**config.mk**
```make
export PLATFORM = sky130hd
export DESIGN_NAME = irq_merge_ctrl
export DESIGN_NICKNAME = d
export VERILOG_FILES = /design/src/rtl/irq_merge_pkg.sv /design/src/rtl/irq_edge_latch.sv /design/src/rtl/irq_lowest_enc.sv /design/src/rtl/irq_merge_ctrl.sv
export SDC_FILE = /design/constraint.sdc
export NUM_CORES = 1
export LEC_CHECK = 0
export ABC_CLOCK_PERIOD_IN_PS = 3600
export BUFFER_PORTS_ARGS = -buffer_cell sky130_fd_sc_hd__buf_4
export CORE_MARGIN = 2
export CORE_UTILIZATION = 45
export DETAILED_ROUTE_END_ITERATION = 7
export GPL_ROUTABILITY_DRIVEN = 0
export GPL_TIMING_DRIVEN = 0
export PLACE_DENSITY = 0.78
export RECOVER_POWER = 50
export SLEW_MARGIN = 20
export SYNTH_ARGS = -nofsm -noshare
export SYNTH_HDL_FRONTEND = slang
export SYNTH_HIERARCHICAL = 1
export SYNTH_SLANG_ARGS = --single-unit
```
**constraint.sdc**
```tcl
create_clock -name clk -period 3.6 [get_ports clk]
set_input_delay 0.54 -clock clk [delete_from_list [all_inputs] [get_ports clk]]
set_output_delay 0.54 -clock clk [all_outputs]
set_load 0.1 [all_outputs]
```
**src/rtl/irq_merge_pkg.sv**
```systemverilog
package irq_merge_pkg;

    localparam int          SRC_N     = 32;
    localparam logic [31:0] EDGE_POS  = 32'hF1CF_0000;  // 16-19, 22-24, 28-31
    localparam logic [31:0] SOFT_POS  = 32'h7000_0000;  // 28-30
    localparam int          GRP_LSB   = 4;
    localparam int          GRP_N     = 3;

    typedef enum logic [1:0] {
        SEL_STATUS = 2'd0,
        SEL_MASK   = 2'd1,
        SEL_LATCH  = 2'd2,
        SEL_SOFT   = 2'd3
    } reg_sel_e;

endpackage

```
**src/rtl/irq_edge_latch.sv**
```systemverilog
module irq_edge_latch #(
    parameter int               W        = 32,
    parameter logic [W-1:0]     EDGE_MAP = '0
) (
    input  logic         clk,
    input  logic         rst_n,
    input  logic [W-1:0] src,
    input  logic         clr_en,
    input  logic [W-1:0] clr_keep,
    output logic [W-1:0] latch_q
);

    logic [W-1:0] prev_q;
    logic [W-1:0] rise_w;
    logic [W-1:0] kept_w;
    logic [W-1:0] latch_nxt;

    always_comb begin
        rise_w    = src & ~prev_q & EDGE_MAP;
        kept_w    = clr_en ? (latch_q & clr_keep) : latch_q;
        // a fresh edge is ORed after the clear so it survives it
        latch_nxt = (kept_w | rise_w) & EDGE_MAP;
    end

    always_ff @(posedge clk or negedge rst_n) begin
        if (!rst_n) begin
            prev_q  <= '0;
            latch_q <= '0;
        end else begin
            prev_q  <= src;
            latch_q <= latch_nxt;
        end
    end

    AST_LATCH_STICKY: assert property (@(posedge clk) disable iff (!rst_n)
        !clr_en |=> ((latch_q & $past(latch_q)) == $past(latch_q)));

    AST_LEVEL_NEVER_LATCHED: assert property (@(posedge clk) disable iff (!rst_n)
        (latch_q & ~EDGE_MAP) == '0);

    AST_WRITE_NEVER_SETS: assert property (@(posedge clk) disable iff (!rst_n)
        (clr_en && ((src & ~prev_q) == '0)) |=> ((latch_q & ~$past(latch_q)) == '0));

    AST_EDGE_BEATS_CLEAR: assert property (@(posedge clk) disable iff (!rst_n)
        (clr_en && ((src & ~prev_q & EDGE_MAP) != '0))
            |=> ((latch_q & $past(src & ~prev_q & EDGE_MAP)) != '0));

endmodule

```
**src/rtl/irq_lowest_enc.sv**
```systemverilog
module irq_lowest_enc #(
    parameter int W   = 32,
    parameter int IDW = $clog2(W)
) (
    input  logic [W-1:0]   req,
    output logic [IDW-1:0] idx,
    output logic           any
);

    always_comb begin
        idx = '0;
        for (int i = W - 1; i >= 0; i--) begin
            if (req[i]) idx = IDW'(i);
        end
        any = |req;
    end

endmodule

```
**src/rtl/irq_merge_ctrl.sv**
```systemverilog
module irq_merge_ctrl
    import irq_merge_pkg::*;
#(
    parameter int               NUM_SRC  = SRC_N,
    parameter logic [NUM_SRC-1:0] EDGE_MAP = EDGE_POS,
    parameter logic [NUM_SRC-1:0] SOFT_MAP = SOFT_POS,
    parameter int               CASC_LSB = GRP_LSB,
    parameter int               CASC_N   = GRP_N,
    localparam int              ID_W     = $clog2(NUM_SRC)
) (
    input  logic               clk,
    input  logic               rst_n,
    input  logic [NUM_SRC-1:0] src_in,
    input  logic [CASC_N-1:0]  casc_sum,
    input  logic [1:0]         reg_addr,
    input  logic               reg_wr,
    input  logic [NUM_SRC-1:0] reg_wdata,
    output logic [NUM_SRC-1:0] reg_rdata,
    output logic               cpu_irq,
    output logic [ID_W-1:0]    vec_id,
    output logic               vec_valid
);

    reg_sel_e           sel;
    logic [NUM_SRC-1:0] mask_q;
    logic [NUM_SRC-1:0] soft_q;
    logic [NUM_SRC-1:0] latch_w;
    logic [NUM_SRC-1:0] level_w;
    logic [NUM_SRC-1:0] status_w;
    logic [NUM_SRC-1:0] pending_w;
    logic [ID_W-1:0]    enc_idx;
    logic               enc_any;
    logic               wr_mask;
    logic               wr_latch;
    logic               wr_soft;

    assign sel = reg_sel_e'(reg_addr);

    always_comb begin
        wr_mask  = 1'b0;
        wr_latch = 1'b0;
        wr_soft  = 1'b0;
        unique case (sel)
            SEL_STATUS: ;
            SEL_MASK:   wr_mask  = reg_wr;
            SEL_LATCH:  wr_latch = reg_wr;
            SEL_SOFT:   wr_soft  = reg_wr;
        endcase
    end

    irq_edge_latch #(.W(NUM_SRC), .EDGE_MAP(EDGE_MAP)) u_edge (
        .clk      (clk),
        .rst_n    (rst_n),
        .src      (src_in),
        .clr_en   (wr_latch),
        .clr_keep (reg_wdata),
        .latch_q  (latch_w)
    );

    for (genvar i = 0; i < NUM_SRC; i++) begin : g_src
        if (i >= CASC_LSB && i < CASC_LSB + CASC_N) begin : g_casc
            assign level_w[i] = casc_sum[i-CASC_LSB];
        end else if (EDGE_MAP[i]) begin : g_edge
            assign level_w[i] = 1'b0;
        end else begin : g_lvl
            assign level_w[i] = src_in[i];
        end
    end

    assign status_w  = level_w | latch_w | soft_q;
    assign pending_w = status_w & mask_q;

    irq_lowest_enc #(.W(NUM_SRC), .IDW(ID_W)) u_enc (
        .req (pending_w),
        .idx (enc_idx),
        .any (enc_any)
    );

    always_ff @(posedge clk or negedge rst_n) begin
        if (!rst_n) begin
            mask_q    <= '0;
            soft_q    <= '0;
            cpu_irq   <= 1'b0;
            vec_id    <= '0;
            vec_valid <= 1'b0;
        end else begin
            if (wr_mask) mask_q <= reg_wdata;
            if (wr_soft) soft_q <= reg_wdata & SOFT_MAP;
            cpu_irq   <= enc_any;
            vec_id    <= enc_idx;
            vec_valid <= enc_any;
        end
    end

    always_comb begin
        unique case (sel)
            SEL_STATUS: reg_rdata = status_w;
            SEL_MASK:   reg_rdata = mask_q;
            SEL_LATCH:  reg_rdata = latch_w;
            SEL_SOFT:   reg_rdata = soft_q;
        endcase
    end

    AST_MASKED_QUIET: assert property (@(posedge clk) disable iff (!rst_n)
        (mask_q == '0) |=> !cpu_irq);

    AST_VEC_LOWEST: assert property (@(posedge clk) disable iff (!rst_n)
        vec_valid |-> (($past(pending_w) &
                        ((NUM_SRC'(1) << vec_id) - NUM_SRC'(1))) == '0));

    AST_VEC_UNMASKED: assert property (@(posedge clk) disable iff (!rst_n)
        vec_valid |-> (((($past(mask_q) >> vec_id)) & NUM_SRC'(1)) != '0));

    AST_STATUS_READ_ONLY: assert property (@(posedge clk) disable iff (!rst_n)
        (reg_wr && sel == SEL_STATUS) |=> ($stable(mask_q) && $stable(soft_q)));

endmodule

```
==> run_results.csv <==
group,metric,value,unit
floorplan,core_area,7807,um^2
setup_path,cp_slowest_stage_delay,520,ps
power,switchingPower,0.9911,mW
sta,hold_violations,0,
global_route,grt_first_pass_wirelength,15280,um
setup_path,start_kind,"input pin",
logic_synthesis,yosysSeqAreaShare,43.12,%
setup_path,reg2reg_slack,1880,ps
floorplan,die_w,94.14,um
setup_path,crit_chain,"clkbuf_4 -> clkbuf_1 -> clkbuf_1 -> o21ai_0 -> buf_4",
routing,viasPerCell,5.184,
run_status,violations,"capacitance limit, slew limit",
logic_synthesis,ys.flop_type,"dfrtp_1",
sta,period_minus_slack,2550,ps
sta,fin_setup_tns,0,ps
logic_synthesis,syn_avg_cell_area,9.962,um^2
routing,ant_nets,0,
setup_path,worstReg2RegEnd,"vec_id[0]",
floorplan,rows,32,
setup_path,cp_num_buf_inv,4,
worst_hold_path,holdCritPathClass,"input pin to register",
run_status,status,"finished, violations left",
routing,wire_per_inst,16.04,um
final_layout,area_growth,31.21,%
final_layout,layout.cells.most_common_list,"buf_4 (116), dfrtp_1 (63), nand2_1 (34)",
logic_synthesis,post_synth_num_cell_types,38,
logic_synthesis,synth_seq_cells,63,
sta,fin_hold_ws,327.3,ps
setup_path,cp-end-kind,"primary output",
power,seqPwrFrac,36.4,%
global_route,grt_max_degree,64,
clock_network,htree_levels,3,
sta,tightest_slew,1566,ps
clock_network,clock-sinks,63,
power,sw_frac_of_total,40.56,%
routing,wl,9782,um
clock_network,cts_buffers,9,
worst_hold_path,hp-start,"src_in[24]",
floorplan,start_util,46.83,%
worst_hold_path,min_delay_path_depth,1,
power,p_per_area,509.4,nW/um^2
routing,first_pass_iters,4,
clock_network,clkTransAtPathRegs,60,ps
routing,drc_errors,0,
clock_network,root_buffer,"clkbuf_8",
sta,setup_viol,0,
global_route,antenna_found_initial,0,
logic_synthesis,synth_edf_count,0,
worst_hold_path,min_to,"u_edge/prev_q[24]",
sta,slew_violations,64,
global_route,grt-ovfl-total,0,
logic_synthesis,yosys_warnings,6,
sta,finalCritPeriodShare,70.83,%
routing,drt_iter0_markers,112,
floorplan,dieArea,8861,um^2
sta,fin_worst_skew,7.536,ps
clock_network,cts_tree,"yes",
setup_path,crit_fanout,10,
power,p_int,1.453,mW
logic_synthesis,async_flop_share,100.0,%
floorplan,fp.dieH,94.14,um
setup_path,r2r_cells,6,
power,power_frac_comb,40.5,%
final_layout,final_nets,576,
power,clock_power_share,23.1,%
setup_path,required,3060,ps
setup_path,critPathSlowestCell,"clkbuf_1",
final_layout,fillCellCount,676,
place,dp_hpwl,7274,um
setup_path,path_class,"input pin to primary output",
power,vdd_drop_max,0.2977,mV
setup_path,crit_top_cell,"clkbuf_1",
global_route,grt_pass1_vias,3170,
logic_synthesis,synth_cells,367,
clock_network,cts_setup_buffers,0,
clock_network,cts_buffer_depth,2,
clock_network,post_cts_resized,0,
final_layout,final_common_cell,"buf_4",
final_layout,antenna-diode-count,0,
sta,max_freq,392.2,MHz
routing,num_vias,3162,
floorplan,io_pins,111,
setup_path,r2r-start,"u_edge/latch_q[28]",
place,place.port_buffers,106,
power,leakagePower,2.385,nW
setup_path,path_delay_family,"buffers and inverters",
sta,rsz0062_at_grt,"no",
logic_synthesis,synthesis.area,3656,um^2
setup_path,crit_arrival,2010,ps
power,fin_total_pwr,2.444,mW
clock_network,hold_buffers,0,
final_layout,drive_gt1_share,36.61,%
global_route,grt_usage,22.96,%
clock_network,clk_latency,350,ps
sta,slew_headroom,-4.402,%
flow_run,cap_violations,1,
-- how the worst max path moves through the flow --
stage / startpoint / end / cells after the start
final: reg_addr[0] / reg_rdata[19] / 5
after global routing: reg_addr[0] / reg_rdata[22] / 5
after CTS: reg_addr[1] / reg_rdata[19] / 7
after detailed placement: reg_addr[1] / reg_rdata[19] / 7
after global placement: reg_addr[1] / reg_rdata[21] / 7
after floorplan: reg_addr[0] / reg_rdata[17] / 3
-- layer usage --
metal  GRT usage [%]  vias up  wire length, um
li1                -     1524                -
met1           29.09     1481             4251
met5               0        -                0
met2           37.92      139             4631
met4           8.816        0              233
met3           5.538       18              664
-- metrics by stage --
stage | setup WS (ps) | instance area (um^2) | cells | util, %
2_1_floorplan | 40.45 | 3731 | 387 | -
3_3_place_gp | 1137 | 4654 | 595 | 59.62
3_5_place_dp | 1137 | 4654 | 595 | 59.62
4_1_cts | 1134 | 4837 | 610 | 61.96
5_1_grt | 942.8 | 4797 | 610 | 61.44
6_report | 1050 | 4797 | 610 | 61.44
-- cell usage after synthesis, types with 5 or more instances --
| cell | n | area, um^2 |
|---|---|---|
| o21ai_0 | 31 | 155.2 |
| nand2_1 | 33 | 123.9 |
| a21oi_1 | 31 | 155.2 |
| dfrtp_1 | 63 | 1577 |
| a22o_1 | 11 | 96.34 |
| mux2_4 | 30 | 450.4 |
| buf_4 | 23 | 172.7 |
| inv_1 | 26 | 97.59 |
| nor2_1 | 11 | 41.29 |
| and2_1 | 9 | 56.30 |
| mux2_2 | 5 | 56.30 |
| nor3_1 | 5 | 25.02 |
| nand2b_1 | 11 | 68.82 |
| buf_2 | 5 | 25.02 |
| o21a_1 | 25 | 187.7 |
| nor4_1 | 7 | 43.79 |
-- logic make-up (layout without fill, tap and decap cells) --
family / Yosys count / after routing / share of synthesized area [%]
buf+inv: 62 / 183 / 9.617
flops: 63 / 63 / 43.12
simple gates: 90 / 90 / 12.97
other cells: 1 / 21 / 0.1026
mux: 38 / 38 / 14.68
compound gates: 113 / 113 / 19.51
-- registers in the layout, indices dropped and copies added, names as in the netlist --
| signal | flops |
|---|---|
| mask_q | 32 |
| soft_q | 3 |
| u_edge/latch_q | 11 |
| u_edge/prev_q | 11 |
| vec_id | 5 |
| vec_valid | 1 |
-- final cells by class --
type / count / area (um^2) / share of cell area (%)
Inverter: 26 / 97.59 / 2.034
Timing Repair Buffer: 106 / 782.0 / 16.30
Multi-Input combinational cell: 262 / 1785 / 37.22
Clock buffer: 12 / 165.2 / 3.443
Tap cell: 102 / 127.6 / 2.660
Clock inverter: 3 / 17.52 / 0.3652
Sequential cell: 63 / 1577 / 32.86
Buffer: 36 / 245.2 / 5.112
-- power groups by stage --
stage / sequential [mW] / combinational [mW] / clock [mW]
after floorplan: 0.953 / 0.691 / 0
after global placement: 0.893 / 0.976 / 0
after detailed placement: 0.901 / 0.990 / 0
after CTS: 0.889 / 0.993 / 0.581
after global routing: 0.904 / 1.04 / 0.616
final: 0.890 / 0.990 / 0.564
Note: power is estimated with default switching activity, not from simulation.
